$ cat src/rtl/tac_pkg.sv
package tac_pkg;
    localparam int ADDR_W = 7;
    localparam int OFF_W  = 4;
    localparam int ID_BYTES = 6;

    localparam logic [ADDR_W-1:0] BCAST_ADDR = 7'h7E;

    localparam logic [7:0] CMD_ASSIGN   = 8'h07;
    localparam logic [7:0] CMD_CLEAR    = 8'h06;
    localparam logic [7:0] CMD_ALLSTAT  = 8'h29;
    localparam logic [7:0] CMD_DIRSTAT  = 8'h87;
    localparam logic [7:0] CMD_NEWADDR  = 8'h88;
    localparam logic [7:0] CMD_GETID    = 8'h8D;
    localparam logic [7:0] CMD_GETBCHAR = 8'h8E;
    localparam logic [7:0] CMD_GETDCHAR = 8'h8F;

    typedef enum logic [2:0] {
        EV_START = 3'd0,
        EV_WRITE = 3'd1,
        EV_READ  = 3'd2,
        EV_NACK  = 3'd3,
        EV_STOP  = 3'd4
    } ev_kind_e;

    typedef struct packed {
        logic              sel;
        logic              rd_dir;
        logic              assign_mode;
        logic              in_cmd;
        logic [7:0]        cmd;
        logic [OFF_W-1:0]  off;
        logic [ADDR_W-1:0] dyn;
        logic              vld;
        logic              ack;
        logic [7:0]        rdata;
    } tac_state_t;
endpackage

$ cat src/rtl/tac_match.sv
module tac_match
    import tac_pkg::*;
(
    input  logic [ADDR_W-1:0] addr_i,
    input  logic [ADDR_W-1:0] dyn_i,
    input  logic [ADDR_W-1:0] stat_i,
    input  logic              assign_i,
    output logic              bcast_o,
    output logic              hit_o
);
    logic [ADDR_W-1:0] own_addr;

    always_comb begin
        bcast_o  = (addr_i == BCAST_ADDR);
        own_addr = (dyn_i != '0) ? dyn_i : stat_i;
        if (assign_i) begin
            hit_o = bcast_o && (dyn_i == '0);
        end else begin
            hit_o = bcast_o || (addr_i == own_addr);
        end
    end
endmodule

$ cat src/rtl/tac_rdmux.sv
module tac_rdmux
    import tac_pkg::*;
#(
    parameter logic [8*ID_BYTES-1:0] ID_VAL = '0
) (
    input  logic [7:0]       cmd_i,
    input  logic [OFF_W-1:0] off_i,
    input  logic [7:0]       bchar_i,
    input  logic [7:0]       dchar_i,
    output logic [7:0]       byte_o,
    output logic             adv_o
);
    logic [7:0] id_byte;
    logic       id_ok;

    always_comb begin
        id_byte = 8'hFF;
        id_ok   = 1'b0;
        for (int i = 0; i < ID_BYTES; i++) begin
            if (off_i == OFF_W'(i)) begin
                id_byte = ID_VAL[i*8 +: 8];
                id_ok   = 1'b1;
            end
        end
    end

    always_comb begin
        byte_o = 8'hFF;
        adv_o  = 1'b0;
        unique case (cmd_i)
            CMD_ASSIGN: begin
                if (id_ok) begin
                    byte_o = id_byte;
                    adv_o  = 1'b1;
                end else if (off_i == OFF_W'(ID_BYTES)) begin
                    byte_o = bchar_i;
                    adv_o  = 1'b1;
                end else if (off_i == OFF_W'(ID_BYTES + 1)) begin
                    byte_o = dchar_i;
                    adv_o  = 1'b1;
                end
            end
            CMD_GETID: begin
                if (id_ok) begin
                    byte_o = id_byte;
                    adv_o  = 1'b1;
                end
            end
            CMD_GETBCHAR: byte_o = bchar_i;
            CMD_GETDCHAR: byte_o = dchar_i;
            default: ;
        endcase
    end
endmodule

$ cat src/rtl/tac_engine.sv
module tac_engine
    import tac_pkg::*;
#(
    parameter logic [ADDR_W-1:0]     STATIC_ADDR = 7'h3A,
    parameter logic [8*ID_BYTES-1:0] ID_VAL      = 48'h0123_4567_89AB,
    parameter logic [7:0]            BCHAR       = 8'h26,
    parameter logic [7:0]            DCHAR       = 8'hC4
) (
    input  logic              clk,
    input  logic              rst_n,
    input  logic              ev_valid,
    input  logic [2:0]        ev_kind,
    input  logic [7:0]        ev_data,
    input  logic              ccc_mode,
    output logic              resp_vld,
    output logic              resp_ack,
    output logic [7:0]        rd_data,
    output logic [ADDR_W-1:0] dyn_addr
);
    localparam int ASSIGN_LAST = ID_BYTES + 2;

    tac_state_t s_d, s_q;
    ev_kind_e   kind;
    logic       is_bcast, addr_hit;
    logic [7:0] rd_byte;
    logic       rd_adv;
    logic [7:0] cmd_now;
    logic       cmd_byte;

    assign kind = ev_kind_e'(ev_kind);

    tac_match u_match (
        .addr_i   (ev_data[7:1]),
        .dyn_i    (s_q.dyn),
        .stat_i   (STATIC_ADDR),
        .assign_i (s_q.assign_mode),
        .bcast_o  (is_bcast),
        .hit_o    (addr_hit)
    );

    tac_rdmux #(.ID_VAL(ID_VAL)) u_rdmux (
        .cmd_i   (s_q.cmd),
        .off_i   (s_q.off),
        .bchar_i (BCHAR),
        .dchar_i (DCHAR),
        .byte_o  (rd_byte),
        .adv_o   (rd_adv)
    );

    always_comb begin
        s_d       = s_q;
        s_d.vld   = 1'b0;
        s_d.ack   = 1'b0;
        s_d.rdata = 8'hFF;
        cmd_now   = s_q.cmd;
        cmd_byte  = 1'b0;
        if (ev_valid) begin
            unique case (kind)
                EV_START: begin
                    s_d.vld    = 1'b1;
                    s_d.rd_dir = ev_data[0];
                    s_d.sel    = addr_hit;
                    s_d.ack    = addr_hit;
                    if (is_bcast && !s_q.assign_mode) begin
                        s_d.in_cmd = 1'b0;
                        s_d.cmd    = 8'h00;
                        s_d.off    = '0;
                    end
                end
                EV_WRITE: begin
                    s_d.vld = 1'b1;
                    s_d.ack = s_q.sel && !s_q.rd_dir;
                    if (s_d.ack && ccc_mode) begin
                        if (!s_q.in_cmd) begin
                            cmd_now    = ev_data;
                            cmd_byte   = 1'b1;
                            s_d.cmd    = ev_data;
                            s_d.in_cmd = 1'b1;
                            if (ev_data == CMD_ASSIGN) s_d.assign_mode = 1'b1;
                        end
                        unique case (cmd_now)
                            CMD_ASSIGN: begin
                                if (s_q.off == OFF_W'(ASSIGN_LAST)) begin
                                    s_d.dyn    = ev_data[ADDR_W-1:0];
                                    s_d.in_cmd = 1'b0;
                                    s_d.cmd    = 8'h00;
                                    s_d.off    = '0;
                                end
                            end
                            CMD_DIRSTAT, CMD_ALLSTAT: s_d.dyn = STATIC_ADDR;
                            CMD_CLEAR:                s_d.dyn = '0;
                            CMD_NEWADDR: begin
                                if (!cmd_byte) s_d.dyn = ev_data[ADDR_W-1:0];
                            end
                            default: ;
                        endcase
                    end
                end
                EV_READ: begin
                    s_d.vld = 1'b1;
                    s_d.ack = s_q.sel && s_q.rd_dir;
                    if (s_d.ack && ccc_mode && s_q.in_cmd) begin
                        s_d.rdata = rd_byte;
                        if (rd_adv) s_d.off = s_q.off + 1'b1;
                    end
                end
                EV_STOP: begin
                    s_d.sel         = 1'b0;
                    s_d.rd_dir      = 1'b0;
                    s_d.assign_mode = 1'b0;
                    s_d.in_cmd      = 1'b0;
                    s_d.cmd         = 8'h00;
                    s_d.off         = '0;
                end
                default: ;
            endcase
        end
    end

    always_ff @(posedge clk or negedge rst_n) begin
        if (!rst_n) begin
            s_q       <= '0;
            s_q.rdata <= 8'hFF;
        end else begin
            s_q <= s_d;
        end
    end

    assign resp_vld = s_q.vld;
    assign resp_ack = s_q.ack;
    assign rd_data  = s_q.rdata;
    assign dyn_addr = s_q.dyn;

    // only a write event may move the dynamic address
    dyn_hold_chk: assert property (@(posedge clk) disable iff (!rst_n)
        !(ev_valid && ev_kind == EV_WRITE) |=> $stable(dyn_addr));


    stop_clr_chk: assert property (@(posedge clk) disable iff (!rst_n)
        (ev_valid && ev_kind == EV_STOP) |=>
            (s_q.off == '0 && !s_q.in_cmd && !s_q.assign_mode && s_q.cmd == 8'h00));


    resp_src_chk: assert property (@(posedge clk) disable iff (!rst_n)
        resp_vld |-> $past(ev_valid && ev_kind != EV_STOP && ev_kind != EV_NACK));


    nack_ff_chk: assert property (@(posedge clk) disable iff (!rst_n)
        (resp_vld && !resp_ack) |-> (rd_data == 8'hFF));


    off_cap_chk: assert property (@(posedge clk) disable iff (!rst_n)
        s_q.off <= OFF_W'(ASSIGN_LAST));


    assign_ack_chk: assert property (@(posedge clk) disable iff (!rst_n)
        (resp_vld && resp_ack && s_q.assign_mode && $past(ev_valid && ev_kind == EV_START))
            |-> (dyn_addr == '0));
endmodule

$ cat config.mk
export PLATFORM = sky130hd
export DESIGN_NAME = tac_engine
export DESIGN_NICKNAME = d
export VERILOG_FILES = /design/src/rtl/tac_pkg.sv /design/src/rtl/tac_match.sv /design/src/rtl/tac_rdmux.sv /design/src/rtl/tac_engine.sv
export SDC_FILE = /design/constraint.sdc
export NUM_CORES = 1
export LEC_CHECK = 0
export ABC_AREA = 0
export BUFFER_PORTS_ARGS = -buffer_cell sky130_fd_sc_hd__buf_4
export CAP_MARGIN = 20
export CORE_MARGIN = 2
export CORE_UTILIZATION = 40
export DETAILED_ROUTE_END_ITERATION = 8
export PLACE_DENSITY = 0.57
export SLEW_MARGIN = 20
export SYNTH_ARGS = -nofsm -noshare
export SYNTH_HDL_FRONTEND = slang
export SYNTH_SLANG_ARGS = --single-unit
export TNS_END_PERCENT = 30
$ cat constraint.sdc
create_clock -name clk -period 2.4 [get_ports clk]
set_clock_uncertainty 0.2 [all_clocks]
set_input_delay 0.36 -clock clk [delete_from_list [all_inputs] [get_ports clk]]
set_output_delay 0.36 -clock clk [all_outputs]
set_load 0.02 [all_outputs]
==> reports/metrics.csv <==
stage;metric;value;unit
floorplanning;die_y;80.3;um
placed_design;place_ws;0.101;ns
run;cap_violations;0;
placed_design;place_inst;341;
grt;grt_pass1_vias;1926;
grt;grt_max_degree;33;
worst_setup_path;crit_required;2.39;ns
sta;max_freq;432;MHz
synth;ys_ff_latch;32;
worst_setup_path;cp_top_family;simple AND/OR/NAND/NOR gates;
routing;vias_per_cell;5.56;
floorplanning;dieArea;6440;um2
routing;routed_wl;5630;um
synth;synthArstFlopShare;100;%
placed_design;dpl.hpwl;4130;um
grt;use_met2;30.9;%
final_layout;layoutNonFillerInstCount;354;
hold_path;hp-start;ev_kind[2];
routing;wire_per_inst;15.9;um
final_layout;diodes;0;
power;p_per_area;407;nW/um2
power;finalPower;1.12;mW
sta;min_period_over_period;96.4;%
sta;hold_viol;0;
synth;synth.avg_cell_area;9.38;um2
floorplanning;fp-row-count;27;
clock_network;clock_tree.buffer_depth;2;
grt;grt_overflow;0;
grt;grt_use_met1;26.3;%
worst_setup_path;cp_cell_sequence;or4_4 -> or4_4 -> a32oi_1 -> o21ai_2 -> a31o_1;
sta;setup_viol;0;
sta;holdWs;0.118;ns
final_layout;final_area;2760;um2
worst_setup_path;worst-path-max-fanout;4;
grt;grt-busiest-layer;met2;
grt;antenna_found_initial;0;
final_layout;layout-drive-gt1-share;32.3;%
worst_setup_path;slowest_stage;or4_4;
hold_path;hold_class;input port to flip-flop;
final_layout;area_growth;18.5;%
worst_setup_path;worstSetupPathType;flip-flop to flip-flop;
worst_setup_path;cp_common_cell;or4_4;
floorplanning;coreArea;5570;um2
grt;met3_usage;3.37;%
sta;final.setup.worst_slack;0.0867;ns
clock_network;clock-root-buffer;clkbuf_8;
placed_design;gp_congestion;0.861;
floorplanning;start_util;41.7;%
power;power.leakage;1.15;nW
floorplanning;die_w;80.3;um
worst_setup_path;max_stage_delay;0.56;ns
synth;syn-num-nets;267;
synth;synth_cell_types;68;
clock_network;cts-buffers-inserted;5;
synth;synth_edf_count;0;
synth;yosysSeqAreaShare;34.8;%
routing;drtAntennaViolNets;0;
clock_network;clk_pin_slew_worst_paths;0.08;ns
worst_setup_path;setup.worst_path.start;dyn_addr[2];
synth;netlist_instances;248;
worst_setup_path;cp.arrival;2.30;ns
run_status;status;complete, no violations;
synth;synth_area;2330;um2
clock_network;clock_sinks;32;
routing;drt_pass1_iterations;4;
clock_network;cts_tree;done;
floorplanning;pin_count;32;
worst_setup_path;crit_path_end_kind;flip-flop;
worst_setup_path;r2r_slack;0.09;ns
worst_setup_path;critPathBufInv;0;
clock_network;ctsHtreeMaxLevel;2;
routing;detail_route.iter0.violations;112;
synth;synth-main-ff-cell;dfrtp_1;
placed_design;placed_area;2590;um2
worst_setup_path;critPathLaunchType;flip-flop;
sta;rsz0062_at_grt;false;
grt;gr-usage-all-layers;19.3;%
power;ir_drop;0.212;mV
synth;yosysWarnings;0;
clock_network;clkLatencyLatePin;0.29;ns
final_layout;utilization;49.5;%
routing;drc_errors;0;
worst_setup_path;reg2reg_from;dyn_addr[2];
routing;vias;1967;
final_layout;nNetsFinal;301;
sta;finalMaxSlewViolations;0;
sta;layout_min_cycle_time;2.31;ns
sta;fin_setup_tns;0;ns
grt;grt_pass1_wl;9560;um
sta;slew_headroom;67.6;%
sta;worst_pin_slew;0.480;ns
placed_design;port_buffers;31;
cell usage after synthesis (6+ instances only):
library cell | count | area, um2
a21oi_1 | 13 | 65.1
a22o_1 | 10 | 87.6
nand3_1 | 6 | 30.0
buf_4 | 17 | 128
inv_1 | 11 | 41.3
dfstp_2 | 7 | 184
nand2_1 | 22 | 82.6
o21ai_0 | 12 | 60.1
nor2_1 | 14 | 52.6
nor2b_1 | 6 | 37.5
dfrtp_1 | 25 | 626
metal layers:
layer | vias up | part of all wire (%)
met5 | - | 0
li1 | 976 | -
met4 | 0 | 1.5
met2 | 40 | 48
met3 | 8 | 3.5
met1 | 943 | 47
report_power, final:
part / switching (mW) / leakage [nW] / internal (mW)
clock network: 0.206 / 0.0503 / 0.255
registers: 0.00314 / 0.409 / 0.543
logic: 0.0692 / 0.688 / 0.0462
total: 0.278 / 1.15 / 0.845
flip-flops by register name, summed over array words and instances (netlist names):
register and flops:
resp_ack 1, rd_data 7, dyn_addr 7, resp_vld 1, s_q 16
area by class of cell:
| type | instances | area, um2 |
|---|---|---|
| Timing Repair Buffer | 51 | 385 |
| Tap cell | 72 | 90.1 |
| Fill cell | 543 | 2820 |
| Inverter | 11 | 41.3 |
| Sequential cell | 32 | 811 |
| Clock buffer | 7 | 96.3 |
| Multi-Input combinational cell | 181 | 1330 |
layout by cell type (no fill, tap or decap), drive strengths merged, types with 3 or more instances in the layout:
| cell | netlist | routed |
|---|---|---|
| or3 | 3 | 3 |
| nor3 | 7 | 7 |
| clkbuf | 3 | 7 |
| nand2b | 5 | 5 |
| xor2 | 4 | 4 |
| buf | 21 | 50 |
| dfrtp | 25 | 25 |
| a31oi | 4 | 4 |
| nor2 | 15 | 15 |
| dfstp | 7 | 7 |
| a211oi | 5 | 5 |
| nor4b | 3 | 3 |
| a22oi | 3 | 3 |
| nand2 | 23 | 23 |
| a21oi | 13 | 13 |
| nand3 | 7 | 7 |
| inv | 11 | 11 |
| o31ai | 3 | 3 |
| o21ai | 15 | 15 |
| nand4 | 4 | 4 |
| or4 | 3 | 3 |
| a22o | 10 | 10 |
| ha | 4 | 4 |
| nor2b | 6 | 6 |
path summary, 6_finish.rpt:
| kind | cells after the start | to |
|---|---|---|
| setup / recovery | 5 | resp_ack |
| hold / removal | 2 | resp_vld |
| setup reg to reg | 5 | resp_ack |
| hold reg to reg | 1 | s_q[32] |
| max in group asynchronous | 2 | rd_data[5] |
| min in group asynchronous | 2 | s_q[18] |
cells by family after synthesis:
| family | Yosys count | share of synthesized area [%] |
|---|---|---|
| adders and majority gates | 4 | 2.15 |
| AOI/OAI and AO/OA | 77 | 26.1 |
| and+or+nand+nor | 92 | 25.1 |
| muxes | 2 | 0.914 |
| DFF | 32 | 34.8 |
| buffers and inverters | 35 | 8.61 |
| xor gates and xnor gates | 6 | 2.26 |
what timing repair did:
action,in CTS,in global routing
gates resized for setup,0,6
endpoints found under the setup margin,0,9
buffers inserted,0,5
endpoints found under the hold margin,25,0
hold buffers,1,0
No activity file was read; power rests on OpenSTA's default activity.
